`src/rtl/pci_wr_rx_pkg.sv`:
```
package pci_wr_rx_pkg;
  typedef enum logic [1:0] {
    ST_IDLE = 2'd0,
    ST_ADDR = 2'd1,
    ST_DATA = 2'd2
  } rx_state_e;
endpackage

```
`src/rtl/pci_wr_addr_gen.sv`:
```
module pci_wr_addr_gen #(
  parameter int WORD_W = 32
) (
  input  logic              clk_i,
  input  logic              rst_ni,
  input  logic              narrow_i,
  input  logic              ld_lo_i,
  input  logic              ld_hi_i,
  input  logic [WORD_W-1:0] piece_i,
  input  logic              step_i,
  output logic [WORD_W-1:0] addr_o
);
  localparam int HALF_W = WORD_W / 2;
  localparam int STEP   = WORD_W / 8;

  logic [WORD_W-1:0] addr_q;

  always_ff @(posedge clk_i or negedge rst_ni) begin
    if (!rst_ni) begin
      addr_q <= '0;
    end else if (ld_lo_i) begin
      addr_q <= narrow_i ? {{HALF_W{1'b0}}, piece_i[HALF_W-1:0]} : piece_i;
    end else if (ld_hi_i) begin
      addr_q[WORD_W-1:HALF_W] <= piece_i[HALF_W-1:0];
    end else if (step_i) begin
      addr_q <= addr_q + WORD_W'(STEP);
    end
  end

  assign addr_o = addr_q;


  addr_step_chk: assert property (@(posedge clk_i) disable iff (!rst_ni)
    (step_i && !ld_lo_i && !ld_hi_i) |=> addr_q == $past(addr_q) + WORD_W'(STEP));
endmodule

```
`src/rtl/pci_wr_word_asm.sv`:
```
module pci_wr_word_asm #(
  parameter int WORD_W = 32
) (
  input  logic                clk_i,
  input  logic                rst_ni,
  input  logic                narrow_i,
  input  logic                take_i,
  input  logic                clear_i,
  input  logic [WORD_W-1:0]   data_i,
  input  logic [WORD_W/8-1:0] be_i,
  output logic                done_o,
  output logic [WORD_W-1:0]   word_o,
  output logic [WORD_W/8-1:0] be_o
);
  localparam int HALF_W = WORD_W / 2;

  logic [HALF_W-1:0] lo_q;
  logic              have_q;

  always_ff @(posedge clk_i or negedge rst_ni) begin
    if (!rst_ni) begin
      lo_q   <= '0;
      have_q <= 1'b0;
    end else if (clear_i) begin
      have_q <= 1'b0;
    end else if (take_i && narrow_i) begin
      if (!have_q) lo_q <= data_i[HALF_W-1:0];
      have_q <= !have_q;
    end
  end

  assign done_o = take_i && (!narrow_i || have_q);
  assign word_o = narrow_i ? {data_i[HALF_W-1:0], lo_q} : data_i;
  assign be_o   = be_i;


  half_hold_chk: assert property (@(posedge clk_i) disable iff (!rst_ni)
    (!take_i && !clear_i) |=> ($stable(lo_q) && $stable(have_q)));
endmodule

```
`src/rtl/pci_wr_burst_rx.sv`:
```
module pci_wr_burst_rx
  import pci_wr_rx_pkg::*;
#(
  parameter  int WORD_W = 32,
  localparam int BE_W   = WORD_W / 8
) (
  input  logic              clk_i,
  input  logic              rst_ni,
  input  logic              narrow_i,
  input  logic              wr_req_ni,
  input  logic              fifo_empty_ni,
  input  logic              last_ni,
  input  logic [WORD_W-1:0] data_i,
  input  logic [BE_W-1:0]   be_i,
  output logic              addr_ack_no,
  output logic              data_en_no,
  output logic              mem_we_o,
  output logic [WORD_W-1:0] mem_addr_o,
  output logic [WORD_W-1:0] mem_data_o,
  output logic [BE_W-1:0]   mem_be_o
);
  localparam int HALF_W = WORD_W / 2;
  localparam int BURST_BIT_N = HALF_W + 1;

  rx_state_e st_q;
  logic      apiece_q;
  logic      burst_q;

  logic              in_addr, take, done, txn_end, ld_lo, ld_hi;
  logic [WORD_W-1:0] cur_addr, word;
  logic [BE_W-1:0]   word_be;

  assign in_addr = (st_q == ST_ADDR);
  assign take    = (st_q == ST_DATA) && fifo_empty_ni;
  assign ld_lo   = in_addr && !apiece_q;
  assign ld_hi   = in_addr && apiece_q;
  assign txn_end = take && (!last_ni || (done && !burst_q));

  assign addr_ack_no = !in_addr;
  assign data_en_no  = !take;

  always_ff @(posedge clk_i or negedge rst_ni) begin
    if (!rst_ni) begin
      st_q     <= ST_IDLE;
      apiece_q <= 1'b0;
      burst_q  <= 1'b0;
    end else begin
      unique case (st_q)
        ST_IDLE: if (!wr_req_ni) st_q <= ST_ADDR;
        ST_ADDR: begin
          if (ld_lo) burst_q <= narrow_i ? data_i[BURST_BIT_N] : be_i[1];
          if (!narrow_i || apiece_q || !last_ni) begin
            st_q     <= ST_DATA;
            apiece_q <= 1'b0;
          end else begin
            apiece_q <= 1'b1;
          end
        end
        ST_DATA: if (txn_end) st_q <= ST_IDLE;
        default: st_q <= ST_IDLE;
      endcase
    end
  end

  pci_wr_addr_gen #(.WORD_W(WORD_W)) addr_gen_i (
    .clk_i   (clk_i),
    .rst_ni  (rst_ni),
    .narrow_i(narrow_i),
    .ld_lo_i (ld_lo),
    .ld_hi_i (ld_hi),
    .piece_i (data_i),
    .step_i  (done),
    .addr_o  (cur_addr)
  );

  pci_wr_word_asm #(.WORD_W(WORD_W)) word_asm_i (
    .clk_i   (clk_i),
    .rst_ni  (rst_ni),
    .narrow_i(narrow_i),
    .take_i  (take),
    .clear_i (txn_end),
    .data_i  (data_i),
    .be_i    (be_i),
    .done_o  (done),
    .word_o  (word),
    .be_o    (word_be)
  );

  always_ff @(posedge clk_i or negedge rst_ni) begin
    if (!rst_ni) begin
      mem_we_o   <= 1'b0;
      mem_addr_o <= '0;
      mem_data_o <= '0;
      mem_be_o   <= '0;
    end else begin
      mem_we_o <= done;
      if (done) begin
        mem_addr_o <= cur_addr;
        mem_data_o <= word;
        mem_be_o   <= word_be;
      end
    end
  end


  en_needs_data_chk: assert property (@(posedge clk_i) disable iff (!rst_ni)
    !data_en_no |-> fifo_empty_ni);

  strobe_excl_chk: assert property (@(posedge clk_i) disable iff (!rst_ni)
    !(!data_en_no && !addr_ack_no));

  last_release_chk: assert property (@(posedge clk_i) disable iff (!rst_ni)
    (!data_en_no && !last_ni) |=> data_en_no);

  we_after_take_chk: assert property (@(posedge clk_i) disable iff (!rst_ni)
    mem_we_o |-> $past(!data_en_no));

  ack_after_req_chk: assert property (@(posedge clk_i) disable iff (!rst_ni)
    $fell(addr_ack_no) |-> $past(!wr_req_ni));
endmodule

```
`config.mk`:
```
export PLATFORM = sky130hd
export DESIGN_NAME = pci_wr_burst_rx
export DESIGN_NICKNAME = d
export VERILOG_FILES = /design/src/rtl/pci_wr_rx_pkg.sv /design/src/rtl/pci_wr_addr_gen.sv /design/src/rtl/pci_wr_word_asm.sv /design/src/rtl/pci_wr_burst_rx.sv
export SDC_FILE = /design/constraint.sdc
export NUM_CORES = 1
export LEC_CHECK = 0
export BUFFER_PORTS_ARGS = -buffer_cell sky130_fd_sc_hd__buf_2
export CAP_MARGIN = 20
export CORE_MARGIN = 3
export CORE_UTILIZATION = 48
export DETAILED_ROUTE_END_ITERATION = 12
export PLACE_DENSITY = 0.68
export SYNTH_ARGS = -nofsm -noshare
export SYNTH_HDL_FRONTEND = slang
export SYNTH_SLANG_ARGS = --single-unit
```
`constraint.sdc`:
```
create_clock -name clk_i -period 2.8 [get_ports clk_i]
set_input_delay 0.28 -clock clk_i [delete_from_list [all_inputs] [get_ports clk_i]]
set_output_delay 0.28 -clock clk_i [all_outputs]
set_load 0.05 [all_outputs]
```
---- Word level (Yosys, flattened, before mapping) ----
Index checks and enable logic that the tools add are counted.
cells by class
  add/subtract/negate cells ............... 1
  eq/ne operators ......................... 6
  multiplexer cells ....................... 14
  bitwise logic cells ..................... 2
  reduce and logical (&&, ||, !) cells .... 26
operators by type and width
  cell                                                                     count
  32-bit two-way mux                                                       4
  32-bit by 3-bit adder with 32-bit output, second input constant          1
  16-bit two-way mux                                                       2
  1-bit logical AND                                                        7
  1-bit zero test                                                          7
  2-bit two-way mux                                                        3
  2-bit one-hot mux with 3 select lines                                    1
  3-bit AND reduction                                                      2
  1-bit logical OR                                                         4
  1-bit two-way mux                                                        4
  2-bit by 1-bit inequality test with 1-bit output, second input constant  2
  2-bit inequality test, second input constant                             2
  2-bit AND reduction                                                      2
  2-bit nonzero test                                                       2
  3-bit nonzero test                                                       1
  2-bit by 1-bit == test with 1-bit output, second input constant          1
  2-bit == test, second input constant                                     1
  2-bit zero test                                                          1
  1-bit inverter                                                           2
word-level totals
  register bits after elaboration ......... 122
  input port bits ......................... 42
  output and inout port bits .............. 71
  logic and storage cells ................. 60

---- Logic depth before layout (Yosys ltp) ----
  word-level depth ........................ 8
  mapped depth ............................ 8
  gate-level depth less buffers ........... 6

---- Hierarchy ----
From an unflattened synthesis, not the netlist that was laid out.
second synthesis, totals
  cell total of the unflattened synthesis .. 474
  area total of the unflattened synthesis .. 5969.5 um^2
modules (own cells, without submodules)
  module           instances  cells each  area an instance (um^2)  seq. area each (um^2)
  pci_wr_burst_rx  1          171         2816.5                   1826.8
  pci_wr_addr_gen  1          222         2003.2                   800.8
  pci_wr_word_asm  1          81          1149.9                   425.4

---- Least setup slack after synthesis ----
OpenSTA, ideal clock, no wires.
  kind .................................... reg-to-reg
  from .................................... reg addr_gen_i.addr_q[2] (netlist: addr_gen_i.addr_o[2])
  to ...................................... reg addr_gen_i.addr_q[16] (netlist: addr_gen_i.addr_o[16])
  setup time .............................. 0.077 ns
  arrival ................................. 1.643 ns
  required time ........................... 2.723 ns
  path slack .............................. 1.080 ns
  stages on the path, launching flop included .. 7
  path buffers ............................ 0
  clock period less this slack ............ 1.720 ns
  cells stage by stage .................... dfrtp_1 > ha_1 > and3_1 > and3_2 > or3b_1 > xor2_1 > a21oi_1
between the ends
  longest elaborated chain between the ends .. 4
ends and longest elaborated chain
  what                                      RTL line               text
  start, declared                           pci_wr_addr_gen.sv:16  logic [WORD_W-1:0] addr_q;
  start signal, assigned                    pci_wr_addr_gen.sv:22  addr_q <= narrow_i ? {{HALF_W{1'b0}}, piece_i[HALF_W-1:0]} : piece_i;
  start signal, assigned by index           pci_wr_addr_gen.sv:24  addr_q[WORD_W-1:HALF_W] <= piece_i[HALF_W-1:0];
  start signal, assigned                    pci_wr_addr_gen.sv:26  addr_q <= addr_q + WORD_W'(STEP);
  32-bit by 3-bit adder with 32-bit output  pci_wr_addr_gen.sv:26
  32-bit two-way mux                        pci_wr_addr_gen.sv:25  end else if (step_i) begin
  16-bit two-way mux                        pci_wr_addr_gen.sv:23  end else if (ld_hi_i) begin
  32-bit two-way mux                        pci_wr_addr_gen.sv:21  end else if (ld_lo_i) begin
Every way passes these cells. The select of a mux whose other input is x is not followed.
A chain may end at the register's enable or synchronous reset.

---- Worst setup path in the final report ----
  from .................................... reg st_q[0]
  to ...................................... reg addr_gen_i.addr_q[12] (netlist: addr_gen_i.addr_o[12])
between the ends
  longest elaborated chain between the ends .. 5
  elaborated cells on any way between the ends .. 10
  those cells by class .................... eq/ne (3); mux (1); reduce/logical (6)
ends and longest elaborated chain
  what                           RTL line               text
  start, declared                pci_wr_burst_rx.sv:25  rx_state_e st_q;
  start signal, assigned         pci_wr_burst_rx.sv:44  st_q <= ST_IDLE;
  start signal, assigned         pci_wr_burst_rx.sv:49  ST_IDLE: if (!wr_req_ni) st_q <= ST_ADDR;
  start signal, assigned         pci_wr_burst_rx.sv:53  st_q <= ST_DATA;
  2-bit == test                  pci_wr_burst_rx.sv:34  assign take = (st_q == ST_DATA) && fifo_empty_ni;
  1-bit logical AND              pci_wr_burst_rx.sv:34
  1-bit logical AND              pci_wr_word_asm.sv:32  assign done_o = take_i && (!narrow_i || have_q);
  2-bit nonzero test (no line)   n/a
  2-bit AND reduction (no line)  n/a
Several ways; a longest one is shown, not always the timed one.

==> impl_results.md <==
* Outcome: completed
* Static power due to leakage at 3.50 nW
* Setup-violating endpoint count in the final report at 0
* Critical path start-end classification: reg -> reg
* Biggest cell delay along the critical path at 0.49 ns
* Reg-to-reg critical path endpoint: addr_gen_i.addr_o[12]
* Worst rel slew slack at 49.4%
* Wire length after detailed routing at 14.9 mm
* Clock tree from TritonCTS: yes
* Clk root buf: clkbuf_16
* Fraction of power consumed by sequential logic at 34.7%
* Port Buffer Count at 112
* Crit path launch: st_q[0]
* Cell depth of the worst setup path at 6
* Antenna diode instance count at 0
* Power per cell area at 1300 mW/mm2
* Combinational group share of total power at 39.6%
* End point of the critical path: addr_gen_i.addr_o[12]
* Async SR Flop Fraction at 100%
* Routability Congestion at 0.791
* HPWL after DPL at 10.2 mm
* Storage element area at 0.00305 mm2
* Vias per cell at 5.49
* Arrival time reported for the critical path endpoint at 2.49 ns
* Initial core utilization at 50.0%
* Net switching power of the design at 4.06 mW
* Type of destination of the critical path: register
* Clock slew seen by the registers of the worst setup and hold paths at 0.06 ns
* Pin count of the biggest net entering global routing at 57
* Clk sinks at 122
* Layout Cell Area excl Fill at 0.00709 mm2
* Depth of the most critical reg-to-reg path at 6
* Drt wl/cell at 17.6 um
* Average cell area after synthesis at 9.90 um2
* Launching point of the worst reg2reg path: st_q[0]
* Most heavily used metal layer in global routing: met1
* Fillers at 1,004
* Sequence of cells on the critical path: and3b_1 -> nand2_4 -> inv_1 -> nand2_1 -> o211ai_1 -> o311ai_0
* Final net count at 735
* Startpoint type of the worst setup path: register
* Peak clock frequency supported by timing at 451 MHz
* Fraction of final layout cells with drive strength greater than 1 at 26.0%
* Via count at 4,657
* Post-Syn Instances at 586
* Count of yosys warnings during synthesis at 0
* Worst-Margin Slew at 0.758 ns
* Final-layout setup total negative slack at 0 ns
* Slack of the worst reg-to-reg path at 0.58 ns
* RSZ-0062 raised after global routing: no
* Switching part of the total at 43.9%
* Final hold violation count at 0
* Die area at 0.0134 mm2
* First-iteration detailed-routing DRC count at 364
* Sequential element share of the synthesized area at 52.6%
* First-pass GRT wire length at 24.0 mm
* Vert. Die Dim at 116 um
* Post_cts resized at 0
* Kind of path behind the tightest hold check: in -> reg
* Met1 track demand over resource at 34.3%
* Placement-stage cell area at 0.00644 mm2
* Count of H-tree levels built during CTS at 4
* Buffer depth of the longest clock path at 2
* Final number of max-transition violations at 0
* Count of flip-flops with a built-in enable after synthesis at 0
* Clk network pwr share at 25.7%
* Area of combinational cells with multiple inputs at 0.00252 mm2
* Die width at 116 um
* DRC viols at 0
* CP max FO at 31
* Top cell type's share of synthesized area at 52.6%
* CTS Buf Count at 17
* Internal power at 5.18 mW
* Bufs and invs on worst path at 1
* Initial antenna violation count at 1
* Post-synthesis instance area at 0.00580 mm2
* Dominant cell type by area after synthesis: dfrtp_1
* Post-layout minimum cycle time at 2.22 ns
* Core Region at 0.0116 mm2
* GRT Resource Usage Total at 23.4%
* Dominant cell by count in the synthesized netlist: nand2_1
* Remaining Overflow, GRT at 0
* Post-synth cell types at 48
* Area growth from synthesis to layout at 22.2%
* Met3 GRT Util at 6.42%
* Cell at the slowest stage of the critical path: inv_1
* Global routing met2 resource utilization at 33.7%
* Worst-skew pair later-pin latency at 0.42 ns
* VDD IR-drop max at 0.000669 V
* Count of boundary I/O pins at 113
* Number of search-and-repair iterations in the first detailed-routing pass at 5
* Kind of cell adding the most delay to the critical path: simple AND/OR/NAND/NOR gates
* Fraction of the cycle the final worst path needs at 79.3%
* Most used flip-flop cell after synthesis: dfrtp_1
* Required time of the critical path at 3.07 ns
* Worst-case hold slack at 0.0455 ns
* Vias in the first global route at 4,517
* Synth Register Bits at 122
* Worst Hold Launch: be_i[0]
* Commonest cells in the netlist: nand2_1 (157), dfrtp_1 (122), o21ai_0 (58), mux2i_1 (32), a21oi_1 (21)
* Routed Antenna Nets at 0
* Worst setup skew after layout at 0.0104 ns
* Area contributors post-synth: dfrtp_1 (53%), nand2_1 (10%), mux2i_1 (5.5%), o21ai_0 (5.0%), mux2_2 (3.7%)
* Number of placement rows at 39
* Number of maximum-capacitance violations at 0
* Synthesized Nets at 629
-- registers in the layout, indices dropped and copies added, names as in the netlist --
register / cells
mem_we_o: 1
word_asm_i.have_q: 1
addr_gen_i.addr_o: 32
word_asm_i.lo_q: 16
mem_addr_o: 32
mem_be_o: 4
burst_q: 1
st_q: 2
mem_data_o: 32
apiece_q: 1
-- how the worst min path moves through the flow --
| stage | end | slack (ns) | depth (start not counted) |
|---|---|---|---|
| 2_1_floorplan | addr_gen_i.addr_o[0] | -0.02 | 0 |
| 3_3_place_gp | mem_addr_o[3] | 0.40 | 1 |
| 3_5_place_dp | mem_addr_o[3] | 0.40 | 1 |
| 4_1_cts | mem_be_o[0] | 0.04 | 3 |
| 5_1_grt | mem_be_o[3] | 0.06 | 3 |
| 6_report | mem_be_o[0] | 0.05 | 3 |
-- worst reg2reg max path, stage by stage (launching register included) --
cell,delay (ns)
dfrtp_1,0.41
and3b_1,0.39
nand2_4,0.24
inv_1,0.49
nand2_1,0.18
o211ai_1,0.19
o311ai_0,0.16
-- cells by family (layout without fill, tap and decap cells) --
| family | after synthesis | in the layout | synth area share (%) |
|---|---|---|---|
| AND/OR/NAND/NOR | 239 | 239 | 20.3 |
| AO/OA/AOI/OAI | 107 | 107 | 10.7 |
| XOR/XNOR | 19 | 19 | 2.87 |
| adder cells (fa/ha/maj) | 1 | 1 | 0.216 |
| flip-flops | 122 | 122 | 52.6 |
| buffers and inverters | 47 | 166 | 4.16 |
| multiplexers | 51 | 51 | 9.21 |
-- through the flow --
step                      setup slack (ns)  utilization (%)  power, mW  std cells
after floorplan                       1.08                -       5.93        586
after global placement               0.717             55.5       6.79        815
after detailed placement             0.617             55.5       6.89        815
after CTS                            0.610             61.1       9.29        848
after global routing                 0.406             61.1       9.76        848
final                                0.581             61.1       9.24        848
-- placed cells by master (no fill, tap or decap), drive strengths merged, types with 2 or more instances in the layout --
master / n
o21ai: 58
nand3: 9
a211oi: 15
and4: 5
nor2b: 3
xnor2: 17
nand4: 4
nor4: 6
nand2b: 2
dfrtp: 122
bufinv: 4
o311ai: 2
and3: 8
nand2: 157
o211ai: 2
mux2i: 32
inv: 10
nor3b: 16
a21oi: 21
clkinv: 4
mux2: 19
buf: 122
xor2: 2
nor2: 14
clkbuf: 25
nor3: 10
a221o: 3
-- repair_timing --
item / 4_1_cts / 5_1_grt
hold endpoints to repair: 54 / 0
buffers inserted: 0 / 0
hold buffers: 1 / 0
-- area by class of cell --
type / instances / share of cell area [%]
sequential: 122 / 43.1
multi-input combinational: 417 / 35.5
timing repair buffer: 123 / 9.32
clock buffer: 25 / 7.13
tap: 143 / 2.52
clock inverter: 7 / 1.91
inverter: 11 / 0.582
-- metal layers --
| metal | part of all wire, % | routed length, um | up-vias |
|---|---|---|---|
| li1 | - | - | 2227 |
| met1 | 48 | 7100 | 2272 |
| met2 | 45 | 6690 | 140 |
| met3 | 6.6 | 984 | 16 |
| met4 | 1.1 | 165 | 2 |
| met5 | 0.054 | 8 | - |
-- power by group through the flow --
stage                     clock network (mW)  logic, mW  registers (mW)
after CTS                               2.40       3.69            3.20
after global placement                     0       3.61            3.18
after floorplan                            0       1.40            4.53
after global routing                    2.50       3.95            3.31
after detailed placement                   0       3.67            3.22
final                                   2.38       3.66            3.21
Power figures use the tool's default switching activity.
